$ cat src/rtl/trap_deleg_pkg.sv
package trap_deleg_pkg;

    localparam logic [11:0] ADDR_EXC_LO = 12'h302;
    localparam logic [11:0] ADDR_INT    = 12'h303;
    localparam logic [11:0] ADDR_EXC_HI = 12'h312;

    localparam int EXC_BIT_ECALL_M = 11;
    localparam int EXC_BIT_DBLTRAP = 16;

    typedef enum logic [1:0] {
        PRIV_U = 2'b00,
        PRIV_S = 2'b01,
        PRIV_M = 2'b11
    } priv_e;

    typedef enum logic [1:0] {
        SEL_NONE   = 2'd0,
        SEL_EXC_LO = 2'd1,
        SEL_INT    = 2'd2,
        SEL_EXC_HI = 2'd3
    } sel_e;

    typedef struct packed {
        sel_e sel;
        logic illegal;
        logic wr_en;
    } dec_s;

    function automatic logic [63:0] exc_legal_set(input logic [63:0] wmask);
        logic [63:0] pinned;
        pinned = (64'h1 << EXC_BIT_ECALL_M) | (64'h1 << EXC_BIT_DBLTRAP);
        return wmask & ~pinned;
    endfunction

    function automatic logic is_deleg_addr(input logic [11:0] a);
        return (a == ADDR_EXC_LO) || (a == ADDR_INT) || (a == ADDR_EXC_HI);
    endfunction

endpackage

$ cat src/rtl/deleg_csr_decode.sv
module deleg_csr_decode
    import trap_deleg_pkg::*;
#(
    parameter int XLEN      = 32,
    parameter bit HAS_SMODE = 1'b1
) (
    input  logic        csr_req,
    input  logic        csr_we,
    input  logic [11:0] csr_addr,
    input  logic [1:0]  csr_priv,
    output dec_s        dec
);

    localparam bit HAS_HI_ALIAS = (XLEN == 32);

    sel_e raw_sel;
    logic ours;
    logic exists;

    always_comb begin
        unique case (csr_addr)
            ADDR_EXC_LO: raw_sel = SEL_EXC_LO;
            ADDR_INT:    raw_sel = SEL_INT;
            ADDR_EXC_HI: raw_sel = SEL_EXC_HI;
            default:     raw_sel = SEL_NONE;
        endcase
        ours   = csr_req && is_deleg_addr(csr_addr);
        exists = HAS_SMODE && !((raw_sel == SEL_EXC_HI) && !HAS_HI_ALIAS);

        dec.illegal = ours && (!exists || (csr_priv != PRIV_M));
        dec.sel     = (ours && !dec.illegal) ? raw_sel : SEL_NONE;
        dec.wr_en   = ours && !dec.illegal && csr_we;
    end

endmodule

$ cat src/rtl/deleg_warl_reg.sv
module deleg_warl_reg #(
    parameter int             W     = 32,
    parameter logic [W-1:0]   LEGAL = '0
) (
    input  logic         clk,
    input  logic         rst,
    input  logic         wr_en,
    input  logic [W-1:0] wdata,
    output logic [W-1:0] q
);

    always_ff @(posedge clk) begin
        if (rst) begin
            q <= '0;
        end else if (wr_en) begin
            q <= wdata & LEGAL;
        end
    end

endmodule

$ cat src/rtl/trap_deleg_csr.sv
module trap_deleg_csr
    import trap_deleg_pkg::*;
#(
    parameter int          XLEN      = 32,
    parameter bit          HAS_SMODE = 1'b1,
    parameter logic [63:0] EXC_WMASK = 64'h0000_0000_0004_B7FF,
    parameter logic [63:0] INT_WMASK = 64'h0000_0000_0000_0222
) (
    input  logic            clk,
    input  logic            rst,
    input  logic            csr_req,
    input  logic            csr_we,
    input  logic [11:0]     csr_addr,
    input  logic [1:0]      csr_priv,
    input  logic [XLEN-1:0] csr_wdata,
    output logic [XLEN-1:0] csr_rdata,
    output logic            csr_illegal,
    output logic [63:0]     exc_deleg,
    output logic [XLEN-1:0] int_deleg
);

    localparam logic [63:0]     EXC_LEGAL = HAS_SMODE ? exc_legal_set(EXC_WMASK) : 64'h0;
    localparam logic [XLEN-1:0] INT_LEGAL = HAS_SMODE ? INT_WMASK[XLEN-1:0] : '0;

    dec_s dec;

    deleg_csr_decode #(
        .XLEN      (XLEN),
        .HAS_SMODE (HAS_SMODE)
    ) u_decode (
        .csr_req  (csr_req),
        .csr_we   (csr_we),
        .csr_addr (csr_addr),
        .csr_priv (csr_priv),
        .dec      (dec)
    );

    logic [63:0] exc_q;

    generate
        if (XLEN == 32) begin : g_split
            logic [31:0] lo_q;
            logic [31:0] hi_q;

            deleg_warl_reg #(.W(32), .LEGAL(EXC_LEGAL[31:0])) u_exc_lo (
                .clk   (clk),
                .rst   (rst),
                .wr_en (dec.wr_en && (dec.sel == SEL_EXC_LO)),
                .wdata (csr_wdata),
                .q     (lo_q)
            );

            deleg_warl_reg #(.W(32), .LEGAL(EXC_LEGAL[63:32])) u_exc_hi (
                .clk   (clk),
                .rst   (rst),
                .wr_en (dec.wr_en && (dec.sel == SEL_EXC_HI)),
                .wdata (csr_wdata),
                .q     (hi_q)
            );

            assign exc_q = {hi_q, lo_q};
        end else begin : g_full
            deleg_warl_reg #(.W(64), .LEGAL(EXC_LEGAL)) u_exc (
                .clk   (clk),
                .rst   (rst),
                .wr_en (dec.wr_en && (dec.sel == SEL_EXC_LO)),
                .wdata (64'(csr_wdata)),
                .q     (exc_q)
            );
        end
    endgenerate

    logic [XLEN-1:0] int_q;

    deleg_warl_reg #(.W(XLEN), .LEGAL(INT_LEGAL)) u_int (
        .clk   (clk),
        .rst   (rst),
        .wr_en (dec.wr_en && (dec.sel == SEL_INT)),
        .wdata (csr_wdata),
        .q     (int_q)
    );

    always_comb begin
        unique case (dec.sel)
            SEL_EXC_LO: csr_rdata = exc_q[XLEN-1:0];
            SEL_EXC_HI: csr_rdata = XLEN'(exc_q[63:32]);
            SEL_INT:    csr_rdata = int_q;
            default:    csr_rdata = '0;
        endcase
    end

    assign csr_illegal = dec.illegal;
    assign exc_deleg   = exc_q;
    assign int_deleg   = int_q;

endmodule

$ cat config.mk
export PLATFORM = sky130hd
export DESIGN_NAME = trap_deleg_csr
export DESIGN_NICKNAME = d
export VERILOG_FILES = /design/src/rtl/trap_deleg_pkg.sv /design/src/rtl/deleg_csr_decode.sv /design/src/rtl/deleg_warl_reg.sv /design/src/rtl/trap_deleg_csr.sv
export SDC_FILE = /design/constraint.sdc
export NUM_CORES = 1
export LEC_CHECK = 0
export BUFFER_PORTS_ARGS = -buffer_cell sky130_fd_sc_hd__buf_2
export CORE_MARGIN = 1.5
export CORE_UTILIZATION = 32
export DETAILED_ROUTE_END_ITERATION = 12
export PLACE_DENSITY = 0.88
export SLEW_MARGIN = 40
export SYNTH_ARGS = -nofsm -noshare
export SYNTH_HDL_FRONTEND = slang
export SYNTH_SLANG_ARGS = --single-unit
$ cat constraint.sdc
create_clock -name clk -period 3.61 [get_ports clk]
set_clock_uncertainty 0.1 [all_clocks]
set_input_delay 0.5415 -clock clk [delete_from_list [all_inputs] [get_ports clk]]
set_output_delay 0.5415 -clock clk [all_outputs]
set_load 0.05 [all_outputs]
==> results.env, run 1 <==
STARTPOINT_TYPE='primary input'
CLOCKROOTBUFFER='sky130_fd_sc_hd__clkbuf_8'
WORSTPATHREQUIRED_NS=2.97
TIMING.MAX_CAP.VIOLATIONS=0
NUMCLOCKSINKS=18
LAYOUT.FILLER_CELLS=544
AVERAGE_CELL_AREA_AFTER_SYNTHESIS_UM2=7.78
GP_ROUTABILITY_CONGESTION=0.761
WORST_HOLD_PATH.ENDPOINT='g_split.u_exc_lo.q[6]$_SDFFE_PP0P_'
GRT_UTIL_ALL_LAYERS=0.122
REGTOREGSETUPSLACK_NS=2.83
DRT_WL_TOTAL_UM=3830
REPORT.FINAL.SETUP_VIOL=0
DETAILROUTE.VIA_COUNT=1435
GRT_MAX_DEGREE=20
MAXCLOCKFREQUENCY_MHz=284
CTS-BUFFERS-INSERTED=3
FINALNETCOUNT=336
DP.FINAL_HPWL_UM=2920
POWER.CLOCK.FRACTION=0.235
HP-START='g_split.u_exc_lo.q[6]$_SDFFE_PP0P_'
CTS_SETUP_BUFFERS=0
PLACEABLECOREAREA_MM2=0.00511
MOST_USED_DFF_POST_SYNTH='sky130_fd_sc_hd__dfxtp_1'
TOTAL_POWER_mW=0.580
FRACTION_OF_LAYOUT_CELLS_WITH_A_SIZE_SUFFIX_ABOVE_1=0.351
HOLD_VIOL=0
TIGHTESTPINTRANSITION_NS=0.701
PWR-SHARE-COMB=0.422
HOLD_CLASS='reg -> reg'
SYNTH_ENABLE_FLOP_CELLS=0
CTS_MAX_LEVEL=1
VIAS_PER_INST=4.08
GRT_ANTENNA_BEFORE_REPAIR=0
DRC=0
CTS_RESIZED=0
YS_SEQ_ELEMENTS=18
DRTANTENNAVIOLNETS=0
SYN_AREA_MM2=0.00170
WIRE_PER_INST_UM=10.9
WORST_SKEW_PAIR.LATE_LATENCY_NS=0.24
FLOORPLAN.DIE_AREA_MM2=0.00574
CRITICAL_PATH.ENDPOINT_TYPE='output pin'
POST-ROUTE-CELL-AREA_MM2=0.00190
SEQ_POWER_SHARE=0.342
INTERNAL-POWER_mW=0.287
POWER.SWITCHING_FRACTION=0.505
DPL-INSTANCE-AREA_MM2=0.00182
FIRST_GLOBAL_VIAS=1150
ROW_COUNT=26
POST_CTS_HOLD_BUFFER_COUNT=0
DRT_FIRST_ITER_VIOLATIONS=21
PLACE_WORST_SETUP_SLACK_NS=0.0185
YS_WARN_COUNT=0
SYNTH_AREA_LEADER_CELL='sky130_fd_sc_hd__buf_4'
SYNTH_TOP_CELLS_BY_COUNT='95 x sky130_fd_sc_hd__buf_4, 20 x sky130_fd_sc_hd__nand4_1, 18 x sky130_fd_sc_hd__a21oi_1, 18 x sky130_fd_sc_hd__dfxtp_1, 16 x sky130_fd_sc_hd__o21ai_0'
CRITICAL_PATH.REG2REG.ENDPOINT='u_int.q[1]$_SDFFE_PP0P_'
GRT_OVERFLOW=0
CRITPATHKIND='in -> out'
SYN_INST=218
WORST_SLACK_NS=0.0920
WORST_HOLD_SLACK_NS=0.382
CTS_TREE='done'
SYNTH.TOP_CELLS.BY_AREA='sky130_fd_sc_hd__buf_4 42%, sky130_fd_sc_hd__dfxtp_1 21%, sky130_fd_sc_hd__nand4_1 7.4%, sky130_fd_sc_hd__a21oi_1 5.3%, sky130_fd_sc_hd__and2_1 4.8%'
WIDTH_OF_THE_DIE_UM=75.8
SYNTHARSTFLOPSHARE=0
SYNTH.MOST_COMMON_CELL='sky130_fd_sc_hd__buf_4'
FINAL-MAX-SLEW-VIOLATION-COUNT=0
PORT_BUFFERS=66
GRT_FIRST_PASS_WIRELENGTH_UM=5240
AREAGROWTHSYNTHTOFINISH_PCT=12.1
IO_PINS=179
DRTPASS1ITERATIONS=4
SYNTH_TOP_AREA_SHARE=0.421
TIMING.HOLD.WORST_PATH_DEPTH=2
SYNTH.DISTINCT_CELLS=27
REG2REG_DEPTH=2
P_LEAK_nW=0.970
PERIOD_NEEDED_NS=3.52
RSZ_0062_RAISED_AFTER_GLOBAL_ROUTING='no'
FLOORPLAN.INITIALDENSITY=0.332
FLOORPLAN.DIE.HEIGHT_UM=75.8
CTS_MAX_PATH_BUFFERS=2
FINAL_PERIOD_UTILIZATION=0.975
P_SW_mW=0.293
POWER.IR.VDD_WORST_uV=108
CLOCK_PIN_SLEW_OF_THE_REGISTERS_ON_THE_WORST_CASE_SETUP_AND_HOLD_PATHS_NS=0.07
REG2REG_FROM='u_int.q[1]$_SDFFE_PP0P_'
RUN_STATUS='completed'
CRITICAL_PATH.MAX_FANOUT=12
MAX-SLEW-MARGIN-REL=0.533
CP.ARRIVAL_NS=2.88
POWER_PER_CELL_AREA_mW_PER_MM2=305
SYNTH.YOSYS.SEQ_AREA_SHARE=0.213
ANTENNA_CELLS=0
## layout make-up
cell class,count,area (µm²),area share
Clock buffer,3,41.3,0.0217
Multi-Input combinational cell,185,971,0.511
Inverter,2,7.51,0.00395
Timing Repair Buffer,74,433,0.228
Tap cell,70,87.6,0.0461
Sequential cell,18,360,0.190
## cells in the final DEF (no fill, tap or decap), types with 3 or more instances in the layout
cell / synthesis / final
sky130_fd_sc_hd__and2_4: 0 / 10
sky130_fd_sc_hd__clkbuf_4: 0 / 11
sky130_fd_sc_hd__nor2_4: 0 / 3
sky130_fd_sc_hd__buf_4: 95 / 8
sky130_fd_sc_hd__conb_1: 1 / 95
sky130_fd_sc_hd__o21ai_0: 16 / 16
sky130_fd_sc_hd__nand4_1: 20 / 20
sky130_fd_sc_hd__dfxtp_1: 18 / 18
sky130_fd_sc_hd__clkbuf_8: 0 / 3
sky130_fd_sc_hd__nand2_1: 3 / 3
sky130_fd_sc_hd__and2_1: 13 / 3
sky130_fd_sc_hd__a21oi_1: 18 / 18
sky130_fd_sc_hd__buf_2: 1 / 54
## state kept, by name, summed over array words and instances (netlist names)
register            flops
g_split.u_exc_lo.q     15
u_int.q                 3
## logic make-up after synthesis
family,count (synthesis),synth area share
AOI/OAI and AO/OA,39,0.120
xor gates and xnor gates,1,0.00517
adders and majority gates,2,0.0148
buffers and inverters,109,0.463
DFF,18,0.213
other,1,0.00221
and+or+nand+nor,48,0.182
## worst max-delay path: stages
cell and delay [ns]:
sky130_fd_sc_hd__buf_2 0.09, sky130_fd_sc_hd__or4_4 0.53, sky130_fd_sc_hd__or4_4 0.55, sky130_fd_sc_hd__nor3_4 0.17, sky130_fd_sc_hd__ha_2 0.31, sky130_fd_sc_hd__nor2b_2 0.16, sky130_fd_sc_hd__buf_12 0.15, sky130_fd_sc_hd__and2_1 0.14
sky130_fd_sc_hd__clkbuf_4 0.23
## power groups by stage
stage	clock, mW	sequential, mW	combinational [mW]
after floorplan	0	0.203	0.303
after global placement	0	0.203	0.242
after detailed placement	0	0.203	0.243
after CTS	0.145	0.198	0.243
after global routing	0.155	0.198	0.257
final	0.137	0.199	0.245
## worst max path at each step
stage	slack, ns	depth (start not counted)	endpoint	from
global route	0.01	9	csr_rdata[15]	csr_addr[3]
CTS	0.01	10	csr_rdata[1]	csr_addr[3]
global placement	0.03	9	csr_rdata[8]	csr_addr[3]
detailed placement	0.02	9	csr_rdata[2]	csr_addr[3]
floorplan	-0.01	10	csr_rdata[9]	csr_addr[3]
finish	0.09	9	csr_rdata[15]	csr_addr[3]
## metrics by stage
stage	setup TNS [ns]	utilization	cells
after floorplan	-0.0127	-	312
after global placement	0	0.356	349
after detailed placement	0	0.356	349
after CTS	0	0.364	352
after global routing	0	0.372	352
final	0	0.372	352
## routing by layer
metal	wire length (µm)	global-route usage
met1	1320	0.126
met2	2070	0.228
met3	316	0.0185
met4	123	0.0754
met5	0	0
No activity file was read; power rests on OpenSTA's default activity.
==> run 2, diff against run 1 <==
CORE_MARGIN = 2   (was 1.5)
==> results.env, run 2 (synthesis gave the netlist of run 1 again) <==
WORST_HOLD_SLACK_NS=0.386  # +0.00366 ns
TIGHTESTPINTRANSITION_NS=0.691  # -0.0103 ns
DP.FINAL_HPWL_UM=3060  # +4.7%
HP-START='g_split.u_exc_lo.q[2]$_SDFFE_PP0P_'
GRT_MAX_DEGREE=20  # unchanged
GRT_ANTENNA_BEFORE_REPAIR=0  # unchanged
DRT_FIRST_ITER_VIOLATIONS=54  # +160%
FLOORPLAN.DIE_AREA_MM2=0.00590  # +2.7%
PORT_BUFFERS=66  # unchanged
LAYOUT_TOP_REGISTERS='g_split.u_exc_lo.q x15, u_int.q x3'
RSZ_0062_RAISED_AFTER_GLOBAL_ROUTING='yes'
FRACTION_OF_LAYOUT_CELLS_WITH_A_SIZE_SUFFIX_ABOVE_1=0.348  # -0.00355
DRC=0  # unchanged
MAXCLOCKFREQUENCY_MHz=285  # +0.34%
MOST_FREQUENT_STANDARD_CELL_IN_THE_LAYOUT_EXCLUDING_FILL_AND_TAP_CELLS='sky130_fd_sc_hd__conb_1'
MAX-SLEW-MARGIN-REL=0.540  # +0.00687
CRITICAL_PATH.ENDPOINT_TYPE='output pin'
GRT_OVERFLOW=0  # unchanged
ANTENNA_CELLS=0  # unchanged
POWER_PER_CELL_AREA_mW_PER_MM2=300  # -1.8%
CRITPATHKIND='in -> out'
DRTANTENNAVIOLNETS=0  # unchanged
CLOCK_PIN_SLEW_OF_THE_REGISTERS_ON_THE_WORST_CASE_SETUP_AND_HOLD_PATHS_NS=0.07  # about the same
DRTPASS1ITERATIONS=4  # unchanged
LARGEST_REGISTER_FFS=15  # unchanged
WORSTPATHREQUIRED_NS=2.97  # about the same
TOTAL_POWER_mW=0.583  # +0.48%
CRITICAL_PATH.MAX_FANOUT=12  # unchanged
VIAS_PER_INST=4.04  # -0.91%
WIRE_PER_INST_UM=11.3  # +3.8%
HOLD_CLASS='reg -> reg'
FLOORPLAN.DIE.HEIGHT_UM=76.8  # +1.3%
CTS_TREE='done'
GRT_UTIL_ALL_LAYERS=0.121  # -0.00148
HOLD_VIOL=0  # unchanged
GRT_FIRST_PASS_WIRELENGTH_UM=5620  # +7.4%
CLOCKROOTBUFFER='sky130_fd_sc_hd__clkbuf_8'
REPORT.FINAL.SETUP_VIOL=0  # unchanged
PLACEABLECOREAREA_MM2=0.00511  # unchanged
PERIOD_NEEDED_NS=3.51  # -0.0118 ns
REG2REG_FROM='u_int.q[5]$_SDFFE_PP0P_'
DETAILROUTE.VIA_COUNT=1422  # -0.91%
STARTPOINT_TYPE='primary input'
FLOORPLAN.INITIALDENSITY=0.332  # unchanged
FINAL-MAX-SLEW-VIOLATION-COUNT=0  # unchanged
P_LEAK_nW=0.985  # +1.6%
TIMING.MAX_CAP.VIOLATIONS=0  # unchanged
ROW_COUNT=26  # unchanged
NUMCLOCKSINKS=18  # unchanged
CTS_MAX_PATH_BUFFERS=2  # unchanged
LAYOUT.FILLER_CELLS=538  # -1.1%
FIRST_GLOBAL_VIAS=1163  # +1.1%
WORST_SKEW_PAIR.LATE_LATENCY_NS=0.25  # about the same
WORST_SETUP_PATH_STARTPOINT='csr_addr[3]'
CTS-BUFFERS-INSERTED=3  # unchanged
PLACE_WORST_SETUP_SLACK_NS=0.00276  # -0.0158 ns
AREAGROWTHSYNTHTOFINISH_PCT=14.8
FINAL_PERIOD_UTILIZATION=0.971  # -0.00327
POST_CTS_HOLD_BUFFER_COUNT=0  # unchanged
LARGEST-REGISTER='g_split.u_exc_lo.q'
CTS_SETUP_BUFFERS=0  # unchanged
POWER.IR.VDD_WORST_uV=104  # -3.9%
GP_ROUTABILITY_CONGESTION=0.741  # -2.7%
CTS_MAX_LEVEL=1  # unchanged
IO_PINS=179  # unchanged
FINALNETCOUNT=336  # unchanged
WORST_SLACK_NS=0.104  # +0.0118 ns
LAYOUT.CELLS.MOST_COMMON_LIST='95 x sky130_fd_sc_hd__conb_1, 54 x sky130_fd_sc_hd__buf_2, 20 x sky130_fd_sc_hd__nand4_1, 18 x sky130_fd_sc_hd__a21oi_1, 18 x sky130_fd_sc_hd__dfxtp_1'
WIDTH_OF_THE_DIE_UM=76.8  # +1.3%
RUN_STATUS='completed'
CP.ARRIVAL_NS=2.86  # -0.02 ns
DRT_WL_TOTAL_UM=3970  # +3.8%
==> run 2: changes by cell type in the layout (fill, tap and decap cells not counted), sizes merged <==
cell	delta
buf	+11
clkbuf	-11
==> run 2: final timing paths <==
path,slack (ns),to,cells after the start
setup / recovery,0.10,csr_rdata[15],9
hold / removal,0.39,g_split.u_exc_lo.q[2]$_SDFFE_PP0P_,2
setup reg to reg,2.84,u_int.q[5]$_SDFFE_PP0P_,2
hold reg to reg,0.39,g_split.u_exc_lo.q[2]$_SDFFE_PP0P_,2
==> run 2: what timing repair did <==
action / 4_1_cts / 5_1_grt
resized for setup: 0 / 38
endpoints found under the hold margin: 0 / 0
endpoints found under the setup margin: 0 / 13
==> run 2: worst max-delay path: stages <==
cell and delay [ns]:
sky130_fd_sc_hd__buf_2 0.10, sky130_fd_sc_hd__or4_4 0.53, sky130_fd_sc_hd__or4_4 0.55, sky130_fd_sc_hd__nor3_4 0.24, sky130_fd_sc_hd__ha_2 0.33, sky130_fd_sc_hd__nor2b_4 0.13, sky130_fd_sc_hd__buf_12 0.14, sky130_fd_sc_hd__and2_1 0.15
sky130_fd_sc_hd__buf_6 0.16
==> run 2: stage by stage <==
step | utilization | std cells | area [µm²] | setup TNS, ns
after CTS | 0.364 | 352 | 1860 | 0
after floorplan | - | 312 | 2110 | -0.0127
after detailed placement | 0.356 | 349 | 1820 | 0
final | 0.381 | 352 | 1950 | 0
after global routing | 0.381 | 352 | 1950 | -0.0756
after global placement | 0.356 | 349 | 1820 | 0
==> run 2: report_power, final <==
group / switching, mW / internal, mW
Combinational: 0.231 / 0.0146
Clock: 0.0649 / 0.0740
Sequential: 0.000000000580 / 0.198
Total: 0.296 / 0.287
==> run 2: cell type report <==
| type | instances | area, µm² | area share |
|---|---|---|---|
| Inverter | 2 | 7.51 | 0.00386 |
| Tap cell | 70 | 87.6 | 0.0450 |
| Clock buffer | 3 | 41.3 | 0.0212 |
| Sequential cell | 18 | 360 | 0.185 |
| Multi-Input combinational cell | 185 | 971 | 0.499 |
| Timing Repair Buffer | 74 | 478 | 0.246 |
==> run 2: layer usage <==
layer / track usage / vias to the layer above / part of all wire
met4: 0.0527 / 0 / 0
met1: 0.122 / 660 / 0.33
met3: 0.0200 / 0 / 0.080
li1: - / 675 / -
met5: 0 / - / 0
met2: 0.239 / 87 / 0.59
